===== src/rtl/raster_border_timer.sv =====
module raster_border_timer #(
  parameter int AW          = 24,
  parameter int DEF_HTOTAL  = 857,
  parameter int DEF_VTOTAL  = 262,
  parameter int HSYNC_CLKS  = 64,
  parameter int VSYNC_LINES = 3
) (
  input  logic          clk,
  input  logic          rst_n,
  input  logic          host_we,
  input  logic [3:0]    host_addr,
  input  logic [31:0]   host_wdata,
  input  logic          pix_valid,
  input  logic [23:0]   pix_data,
  output logic          fetch_req,
  output logic [AW-1:0] fetch_addr,
  output logic          hsync,
  output logic          vsync,
  output logic          in_border,
  output logic          in_window,
  output logic          field_odd,
  output logic          pix_x2,
  output logic [23:0]   rgb
);
  localparam int NREG = 12;
  localparam logic [31:0] SYNC_RST = {16'(DEF_VTOTAL), 16'(DEF_HTOTAL)};

  logic [31:0]   shd [NREG];
  logic [31:0]   act [NREG];
  logic [15:0]   h, v;
  logic          field, row_on, rep;
  logic [9:0]    row;
  logic [AW-1:0] line_base;

  wire [15:0] htot = act[0][15:0];
  wire [15:0] vtot = act[0][31:16];
  wire h_end = ({1'b0, h} + 17'd1) >= {1'b0, htot};
  wire v_end = ({1'b0, v} + 17'd1) >= {1'b0, vtot};

  wire [9:0]  ww   = act[3][9:0];
  wire [9:0]  wh   = act[3][19:10];
  wire [9:0]  wmod = act[3][29:20];
  wire [15:0] whs  = act[4][15:0];
  wire [15:0] wvs  = field ? act[5][15:0] : act[5][31:16];
  wire [AW-1:0] base = field ? act[7][AW-1:0] : act[6][AW-1:0];
  wire lowres  = act[8][0];
  wire blank   = act[8][3];
  wire disp_en = act[9][0];
  wire ldbl    = act[9][1];
  wire [1:0] bpc = act[9][3:2];
  wire vid_en  = act[10][8];

  wire [2:0]  sh   = (bpc == 2'd0 ? 3'd2 : bpc == 2'd1 ? 3'd1 : 3'd0) + {2'b0, lowres};
  wire [15:0] col  = h - whs;
  wire [19:0] span = {9'b0, {1'b0, ww} + 11'd1} << sh;
  wire col_on = (h >= whs) && ({4'b0, col} < span);
  wire [15:0] word  = col >> sh;
  wire        slot0 = (col & ((16'd1 << sh) - 16'd1)) == 16'd0;

  assign in_window  = row_on & col_on & disp_en;
  assign fetch_req  = in_window & ~blank & slot0;
  assign fetch_addr = line_base + AW'(word);
  assign hsync      = vid_en & (h < 16'(HSYNC_CLKS));
  assign vsync      = vid_en & (v < 16'(VSYNC_LINES));
  assign in_border  = (h >= act[1][31:16]) && (h < act[1][15:0]) &&
                      (v >= act[2][31:16]) && (v < act[2][15:0]);
  assign rgb        = !vid_en ? 24'd0 :
                      (in_window & ~blank & pix_valid) ? pix_data :
                      in_border ? act[11][23:0] : 24'd0;
  assign field_odd  = field;
  assign pix_x2     = act[9][23];

  always_ff @(posedge clk or negedge rst_n) begin
    if (!rst_n) begin
      for (int i = 0; i < NREG; i++) shd[i] <= (i == 0) ? SYNC_RST : 32'd0;
    end else if (host_we && host_addr < 4'(NREG)) begin
      shd[host_addr] <= host_wdata;
    end
  end

  always_ff @(posedge clk or negedge rst_n) begin
    if (!rst_n) begin
      for (int i = 0; i < NREG; i++) act[i] <= (i == 0) ? SYNC_RST : 32'd0;
      h <= '0;
      v <= '0;
      field <= 1'b0;
      row_on <= 1'b0;
      rep <= 1'b0;
      row <= '0;
      line_base <= '0;
    end else if (h_end) begin
      h <= '0;
      if (v_end) begin
        v <= '0;
        act <= shd;
        field <= shd[10][4] & ~field;
        row_on <= 1'b0;
      end else begin
        v <= v + 16'd1;
        if (row_on) begin
          if (ldbl && !rep) begin
            rep <= 1'b1;
          end else begin
            rep <= 1'b0;
            if (row == wh) row_on <= 1'b0;
            else begin
              row <= row + 10'd1;
              line_base <= line_base + AW'(ww) + AW'(wmod);
            end
          end
        end else if (wvs != 16'd0 && v + 16'd1 == wvs) begin
          row_on <= 1'b1;
          row <= '0;
          rep <= 1'b0;
          line_base <= base;
        end
      end
    end else begin
      h <= h + 16'd1;
    end
  end
endmodule



===== config.mk =====
export PLATFORM = sky130hd
export DESIGN_NAME = raster_border_timer
export DESIGN_NICKNAME = d
export VERILOG_FILES = /design/src/rtl/raster_border_timer.sv
export SDC_FILE = /design/constraint.sdc
export NUM_CORES = 1
export LEC_CHECK = 0
export CAP_MARGIN = 15
export CORE_AREA = 2 2 295 239
export CTS_CLUSTER_DIAMETER = 30
export CTS_CLUSTER_SIZE = 20
export DETAILED_ROUTE_END_ITERATION = 8
export DIE_AREA = 0 0 297 241
export GPL_ROUTABILITY_DRIVEN = 1
export PLACE_DENSITY = 0.59
export SETUP_SLACK_MARGIN = 0.15
export SLEW_MARGIN = 20
export SYNTH_ARGS = -nofsm -noshare
export SYNTH_HDL_FRONTEND = slang
export SYNTH_SLANG_ARGS = --single-unit

===== constraint.sdc =====
create_clock -name clk -period 8.3 [get_ports clk]
set_input_delay 2.075 -clock clk [delete_from_list [all_inputs] [get_ports clk]]
set_output_delay 2.075 -clock clk [all_outputs]
set_load 0.01 [all_outputs]

==> summary.md, run 1 <==
In the final routed layout, each cell accounts on average for 21.7 um. The floorplan step defined a die boundary enclosing 71,600 um^2. The later pin in the worst-skew pair is clocked with a latency of 0.66 ns. The HPWL after detailed placement was 56,000 um; the minimum setup slack among reg-to-reg paths was 2.35 ns. The area growth from synthesis to layout works out to 21.7%. CTS built an H-tree with a depth of 3.

The die height is 241 um, and the maximum number of pins on one net before global-route repair is 170. Setup violations remaining at the end of the flow were counted as 0. The power per cell area is 386 nW/um^2. In this run the cell area measured after placement is 32,800 um^2. The startpoint identified for the worst register-to-register timing path is v[1]$_DFFE_PN0P_.

For the worst-case vdd ir drop, the log shows 0.347 mV. Number of global-route vias before repair: 21,400. After synthesis, the mean cell area works out to 11.7 um^2. Clock root buffer master: sky130_fd_sc_hd__clkbuf_16. The worst register-to-register path ends at act[128]$_DFFE_PN0P_.

The count of final max-slew check failures was 0; the share of layout cells above drive strength 1 was 30.1%. The congestion estimate from routability-driven global placement came to 0.895. Synthesis inferred 578 register bits.

The category of cells accounting for the largest share of critical-path delay is compound AO/OA/AOI/OAI gates. The hold path endpoint was act[320]$_DFFE_PN0P_. The net count after synthesis is 2,860, and the static power due to leakage is 17.1 nW. Along the worst path, the maximum fanout reaches 7. The DRC violation count after routing is 0. TritonCTS built the clock tree. The tool flagged a number of max-cap violations equal to 0. Setup repair after global routing could not meet its margin everywhere. The number of I/O pins came out at 119.

The mapped netlist covers 30,600 um^2. The data arrival time of the worst path is 5.75 ns. The run gives 0 as the final number of hold-violating endpoints. The logs give 23.3% for the overall routing resource usage and 6 for the number of antenna violations at the first check in global routing. The core region area is 68,400 um^2, and the number of enable flip-flop cells after synthesis is 0. The part of the cycle the worst path needs came out at 94.3%. The clock arrives with 0.0567 ns of skew. After floorplanning, the core was divided into 86 placement rows.

Counting the buffers created by CTS gives 109. During synthesis, Yosys emitted a total of 0 warnings. The transition time at the pin with the least slew margin is 1.20 ns.

The signal on the critical path passes through ha_4, o211ai_1, a21oi_1, o31a_1, a41o_1, a2111oi_4, nor3_2, a211oi_2, a21oi_2, mux2_4, ha_4, a21o_1, or3_4, o211ai_1, a41oi_2, o2111ai_2, nand3_2, a31oi_4, buf_6, buf_4, nor2_1, xor2_1, buf_2. The number of cells on the worst hold path was 1. The flip-flop cell with the highest count after synthesis was sky130_fd_sc_hd__dfrtp_1.

The first global-routing pass estimated 128,000 um of wire. The worst setup path is captured at a primary output. The critical path class is flop to primary output. In this run, post-CTS hold repair placed 0 buffers. The run gives 0.128 GHz as the peak clock frequency supported by timing.

Clock-pin slew was measured on the worst setup and hold paths at 0.05 ns. The longest clock path from root to sink contains 3 buffers. In this run the most critical hold path is launched from act[320]$_DFFE_PN0P_. The run finished with clean final reports. Once layout is done, the placed cells without fillers occupy 37,200 um^2. The initial utilization of the core area, before any placement, comes to 44.7%.

The depth of the most critical reg-to-reg path was 15; the worst slew margin relative to its limit was 19.6%. Across all layers, the routed design uses 21,000 vias. In this run the tool buffered the top-level ports with 118 buffer cells. The shortest period the worst path allows was 7.83 ns; the routed via count divided by cell count was 5.53. After technology mapping, the gate count stands at 2,625.

The die boundary width was 297 um; the sequential cell area fraction in the yosys report was 47.3%. The peak per-stage delay on the critical path came out at 0.48 ns. The logs give 3,578 for the number of placed instances, taps included and 84 for the number of library cell types mapped by synthesis.

The count of TritonRoute iterations in the first routing pass was 5; the antenna violation net count after detailed routing was 0. Summed over all layers, the global routing overflow is 0. The async set-or-reset flop fraction in the synthesized netlist is 100%, and the final setup TNS is 0 ns. The number of buffer and inverter stages on the critical path came out at 3. In this run the worst hold path is classified as flop to flop. STA classifies the critical path startpoint as a flop.

For the final layout net count, the log shows 3,013. Wires add up to 82,700 um. The final non-filler cell total is 3,806, and the data required time of the worst path is 6.23 ns. The first routing iteration left 1,359 violations. The CTS sink count was 578. The slowest stage of the critical path is the sky130_fd_sc_hd__dfrtp_2 cell.
-- per-stage QoR --
step | worst slack, ns | power [mW] | utilization, % | hold WS, ns
final | 0.470 | 14.4 | 54.4 | 0.494
after global routing | 0.0792 | 15.3 | 54.4 | 0.505
after CTS | 0.133 | 14.3 | 54.0 | 0.496
after detailed placement | 0.248 | 9.40 | 47.9 | 0.485
after global placement | 0.247 | 9.25 | 47.9 | 0.480
after floorplan | 1.29 | 7.56 | - | 0.470
-- registers in the layout (all words and copies together), names as in the netlist --
signal	count
row_on	1
pix_x2	1
row	10
v	16
shd	255
line_base	24
h	16
rep	1
act	253
field_odd	1
-- cell usage in the layout, fill, tap and decap left out, drive strengths merged, types with 8 or more instances in the layout --
cell type and n:
dfstp 18, and4 8, inv 164, xnor2 49, o21a 11, nand3 43, nand2 166, clkinvlp 13
mux2i 84, clkinv 24, o31ai 11, a31oi 12, a21oi 90, nand2b 22, xor2 39, clkdlybuf4s50 108
nor2 110, xnor3 9, nor2b 35, buf 52, and3 14, and2 10, nor4 21, ha 158
dfrtp 560, a21o 35, diode 11, o22ai 8, bufinv 20, nor3 31, mux2 524, clkbuf 134
fa 13, a211oi 15, nand4 30, or3 33, o211ai 11, o21ai 80
-- per-layer routing --
metal	vias to the layer above	global-route usage, %	routed length, um
li1	9721	-	-
met5	-	0	0
met2	458	36.5	37200
met4	0	5.82	1730
met3	123	3.76	3780
met1	10700	33.7	39900
-- cells by family (layout without fill, tap and decap cells) --
group	count (synthesis)	after routing	synth area share, %
compound gates	341	341	7.25
xor+xnor	97	97	3.21
fa+ha+maj	171	171	7.31
buf+inv	274	520	3.43
flops	578	578	47.3
mux	608	608	22.0
other cells	0	11	0
simple gates	556	556	9.44
-- synth_stat cells (all sizes together) (31+ instances only) --
cell      n  share of area (%)
nor2b    35               0.72
inv     147                1.8
xnor2    49                1.4
ha      158                6.5
o21ai    80                1.3
or3      33               0.67
a21oi    90                1.5
xor2     39                1.1
a21o     35               0.86
nand2   166                2.1
nand3    43               0.72
nor2    110                1.4
nor3     31               0.60
mux2i    84                2.7
dfrtp   560                 46
clkbuf   97                1.2
mux2    524                 19
-- worst max path at each step --
stage | end | slack, ns | cells past startpoint | startpoint
after floorplan | fetch_addr[21] | 1.29 | 23 | h[0]$_DFF_PN0_
after global placement | fetch_addr[21] | 0.25 | 24 | h[0]$_DFF_PN0_
after detailed placement | fetch_addr[21] | 0.25 | 21 | h[2]$_DFF_PN0_
after CTS | fetch_addr[21] | 0.13 | 23 | h[2]$_DFF_PN0_
after global routing | fetch_addr[21] | 0.08 | 26 | h[0]$_DFF_PN0_
final | fetch_addr[21] | 0.47 | 23 | h[2]$_DFF_PN0_
-- report_power, final --
group	total (mW)	switching (mW)	internal, mW
logic	5.46	2.87	2.59
clock network	4.78	1.56	3.21
registers	4.15	0.574	3.58
total	14.4	5.01	9.38
-- timing repair --
action / CTS / global route
setup endpoints to repair: 24 / 37
pin swaps: 6 / 14
buffers inserted: 4 / 8
gates resized for setup: 24 / 40
-- area by class of cell --
cell class | count | area (um^2)
clock inverter | 73 | 1060
fill | 5783 | 31200
antenna | 11 | 27.5
inverter | 148 | 556
multi-input combinational | 1773 | 15300
clock buffer | 131 | 2990
timing repair buffer | 168 | 1630
tap | 924 | 1160
sequential | 578 | 14500
(Power assumes the default switching activity.)
==> run 2: changes to the inputs <==
Settings changed: HOLD_SLACK_MARGIN from default to 0.02.
==> results of run 2 <==
The final DEF is identical to that of run 1; final timing and power are the same.
==> run 3: changes to the inputs <==
Settings changed: CORE_AREA 2 2 295 239 to 2 2 305 231, DIE_AREA 0 0 297 241 to 0 0 307 233, PLACE_DENSITY 0.59 to default, PLACE_DENSITY_LB_ADDON from default to 0.1, SLEW_MARGIN 20 to default.
==> run 3 against run 2 <==
  * First-iteration DRC count down 12%
  * Via count up 0.15%
  * Non-clock buffer count down 6
  * Combinational power up 1%
  * Global-route usage up 0.68 points
  * Sequential share of layout area up 0.12 points
  * Final area down 0.30%
  * Register-to-register slack better by 0.67 ns
  * Largest cell class unchanged
==> summary.md, run 3 (same netlist as run 1, synthesis figures left out) <==
In the final timing run, aggregate negative setup slack is 0 ns. TritonCTS built the clock tree. In this run, post-CTS hold repair placed 0 buffers. The number of antenna violations at the first check in global routing is 11.

The hold slack was 0.482 ns. The worst setup path is captured at a primary output. The first global-routing pass estimated 130,000 um of wire. Counting every sink on the clock net gives 578. The largest registers in the layout are shd: 255 flops, act: 253 flops, line_base: 24 flops.

The shortest period the worst path allows is 7.87 ns, and the data arrival time of the worst path is 5.80 ns. Critical path class: flop to primary output. The area growth from synthesis to layout was 21.3%; the count of max-cap constraint violations was 0.

The logs give 54.3% for the share of the core filled with cells and 68,300 um^2 for the core region area. Cell row count: 83. The filler cells instantiated in the layout total 5,775.

Beginning of the worst register-to-register path: v[1]$_DFFE_PN0P_. Sequential cell area: 14,500 um^2. The data required time of the worst path was 6.23 ns; the routability congestion estimate was 0.881. The flow ran to the end, and the final reports show no timing, DRC or antenna violations. Capture point of the worst path: fetch_addr[23].

Clock-pin slew was measured on the worst setup and hold paths at 0.05 ns. Between clock sinks in the finished design, the worst skew comes to 0.0570 ns. The tools report the remaining global-route overflow as 0. The min-delay analysis places its worst path in the category flop to flop. The worst-case vdd ir drop came out at 0.253 mV.

The minimum setup slack among reg-to-reg paths was 3.02 ns. The tools report the count of TritonRoute iterations in the first routing pass as 5. STA classifies the critical path startpoint as a flop.

The clock tree synthesis step divided the H-tree into 3 levels. The source of the critical timing path was h[0]$_DFF_PN0_. The final layout net count was 3,009; the count of input and output buffers was 118. The library cells used most frequently in the layout, excluding fill and tap cells, are sky130_fd_sc_hd__dfrtp_1 (554), sky130_fd_sc_hd__mux2_2 (523), sky130_fd_sc_hd__nand2_1 (164), sky130_fd_sc_hd__ha_1 (152), sky130_fd_sc_hd__inv_1 (145). The die height was 233 um.

TritonCTS created 111 clock buffers. Entering global routing, the biggest net connects 156 pins. Dividing total power by cell area gives a power density of 388 nW/um^2.

For the pin with the worst max-slew slack, the measured transition is 1.11 ns. For this block, the routed nets add up to 83,900 um of wire. The worst slew margin relative to its limit is 26.1%, and the depth of the most critical reg-to-reg path is 17.

The routed layout has 21,100 vias. The count of final max-slew check failures was 0. The final number of hold-violating endpoints was 0. The final critical path takes up 94.8% of the cycle. Once detail routing completed, the nets flagged for antenna violations numbered 0.

The tree is rooted in a sky130_fd_sc_hd__clkbuf_16. The number of flip-flops under the largest register name works out to 255. The later pin in the worst-skew pair is clocked with a latency of 0.67 ns. The clock passes through at most 3 buffers. The DRC violation count after routing was 0; the largest fanout of any net on the critical path was 6. For the HPWL after detailed placement, the log shows 56,800 um. Setup violations remaining at the end of the flow were counted as 0.

Setup repair after global routing could not meet its margin everywhere. The endpoint of the lowest-slack register-to-register path is line_base[23]$_DFFE_PN0P_. Timing would allow up to 0.127 GHz. In the final routed layout, each cell accounts on average for 22.3 um. The share of layout cells above drive strength 1 works out to 29.7%.

The largest register by flop count was shd. The starting density of the core came out at 44.8%. For the initial DRC count, the log shows 1,202. For the footprint of the multi-input gates, the log shows 15,300 um^2. Number of I/O pins: 119.

In this run the static leakage power is 17.0 nW. Summing internal, switching and leakage power gives 14.4 mW. The die boundary width works out to 307 um. The library cell used most frequently in the layout, excluding fill and tap cells, is sky130_fd_sc_hd__dfrtp_1.

The startpoint identified for the worst hold timing path is shd[234]$_DFFE_PN0P_. Dividing the detail-routed via count by the number of cells gives 5.60. Across every metal layer, demand over resource in global routing totals 23.9%. The die covers 71,500 um^2. The run gives 21,500 as the number of global-route vias before repair.
## run 3: changes by cell type in the layout (fill, tap and decap cells not counted), moves of 3 or more
cell,change
sky130_fd_sc_hd__dlygate4sd2_1,+4
sky130_fd_sc_hd__inv_6,-3
sky130_fd_sc_hd__clkbuf_2,-3
sky130_fd_sc_hd__bufinv_16,-3
sky130_fd_sc_hd__clkinvlp_4,+3
sky130_fd_sc_hd__clkdlybuf4s50_1,+3
sky130_fd_sc_hd__clkinv_4,+7
sky130_fd_sc_hd__dlymetal6s2s_1,-3
sky130_fd_sc_hd__buf_4,-7
sky130_fd_sc_hd__diode_2,-8
sky130_fd_sc_hd__a21oi_1,+4
sky130_fd_sc_hd__a21oi_2,-4
## run 3: how the worst min path moves through the flow
stage,end,cells after the start
after detailed placement,act[364]$_DFFE_PN0P_,1
after global placement,act[309]$_DFFE_PN0P_,1
final,act[234]$_DFFE_PN0P_,1
after global routing,act[234]$_DFFE_PN0P_,1
after floorplan,act[141]$_DFFE_PN0P_,1
after CTS,act[234]$_DFFE_PN0P_,1
## run 3: power breakdown
part / switching, mW / total [mW] / internal (mW)
Combinational: 2.96 / 5.53 / 2.57
Clock: 1.60 / 4.75 / 3.16
Sequential: 0.522 / 4.10 / 3.58
Total: 5.08 / 14.4 / 9.31
## run 3: through the flow
stage          cells  instance area, um^2  setup slack, ns
5_1_grt         3761                37100          0.00717
3_3_place_gp    3543                32800            0.274
6_report        3764                37100            0.428
3_5_place_dp    3543                32800            0.255
4_1_cts         3755                37000            0.148
2_1_floorplan   2625                30600             1.29
## run 3: layer usage
layer  wire, um  track usage, %  up-vias
li1           -               -     9700
met1      41000            35.5    10700
met2      35100            34.6      534
met3       5310            5.04      151
met4       2520            7.96        0
met5          0               0        -
## run 3: worst max-delay path: stages (launching register included)
cell and delay, ns:
sky130_fd_sc_hd__dfrtp_1 0.37, sky130_fd_sc_hd__inv_1 0.08, sky130_fd_sc_hd__ha_1 0.16, sky130_fd_sc_hd__inv_1 0.06
sky130_fd_sc_hd__fa_2 0.38, sky130_fd_sc_hd__a211oi_2 0.25, sky130_fd_sc_hd__o211ai_1 0.18, sky130_fd_sc_hd__a31oi_1 0.22
sky130_fd_sc_hd__o21ai_1 0.10, sky130_fd_sc_hd__xor2_1 0.18, sky130_fd_sc_hd__and2_1 0.20, sky130_fd_sc_hd__a211oi_2 0.19
sky130_fd_sc_hd__a21oi_1 0.08, sky130_fd_sc_hd__mux2_4 0.31, sky130_fd_sc_hd__ha_4 0.24, sky130_fd_sc_hd__a21o_1 0.20
sky130_fd_sc_hd__or3_1 0.33, sky130_fd_sc_hd__o211ai_1 0.25, sky130_fd_sc_hd__a41oi_2 0.17, sky130_fd_sc_hd__o2111ai_2 0.23
sky130_fd_sc_hd__nand3_2 0.12, sky130_fd_sc_hd__a31oi_4 0.26, sky130_fd_sc_hd__buf_4 0.14, sky130_fd_sc_hd__nor2_1 0.04
sky130_fd_sc_hd__xor2_1 0.13, sky130_fd_sc_hd__dlygate4sd2_1 0.29
## run 3: repair_timing
action | CTS | global route
pin swaps | 8 | 16
endpoints found under the setup margin | 34 | 35
setup buffers | 4 | 5
gates resized for setup | 28 | 19
## run 3: cell type report
type | count | area share [%]
inverter | 148 | 1.50
multi-input combinational | 1773 | 41.2
clock buffer | 134 | 8.20
clock inverter | 74 | 2.70
sequential | 578 | 39.0
timing repair buffer | 162 | 4.36
antenna | 3 | 0.0202
tap | 892 | 3.01
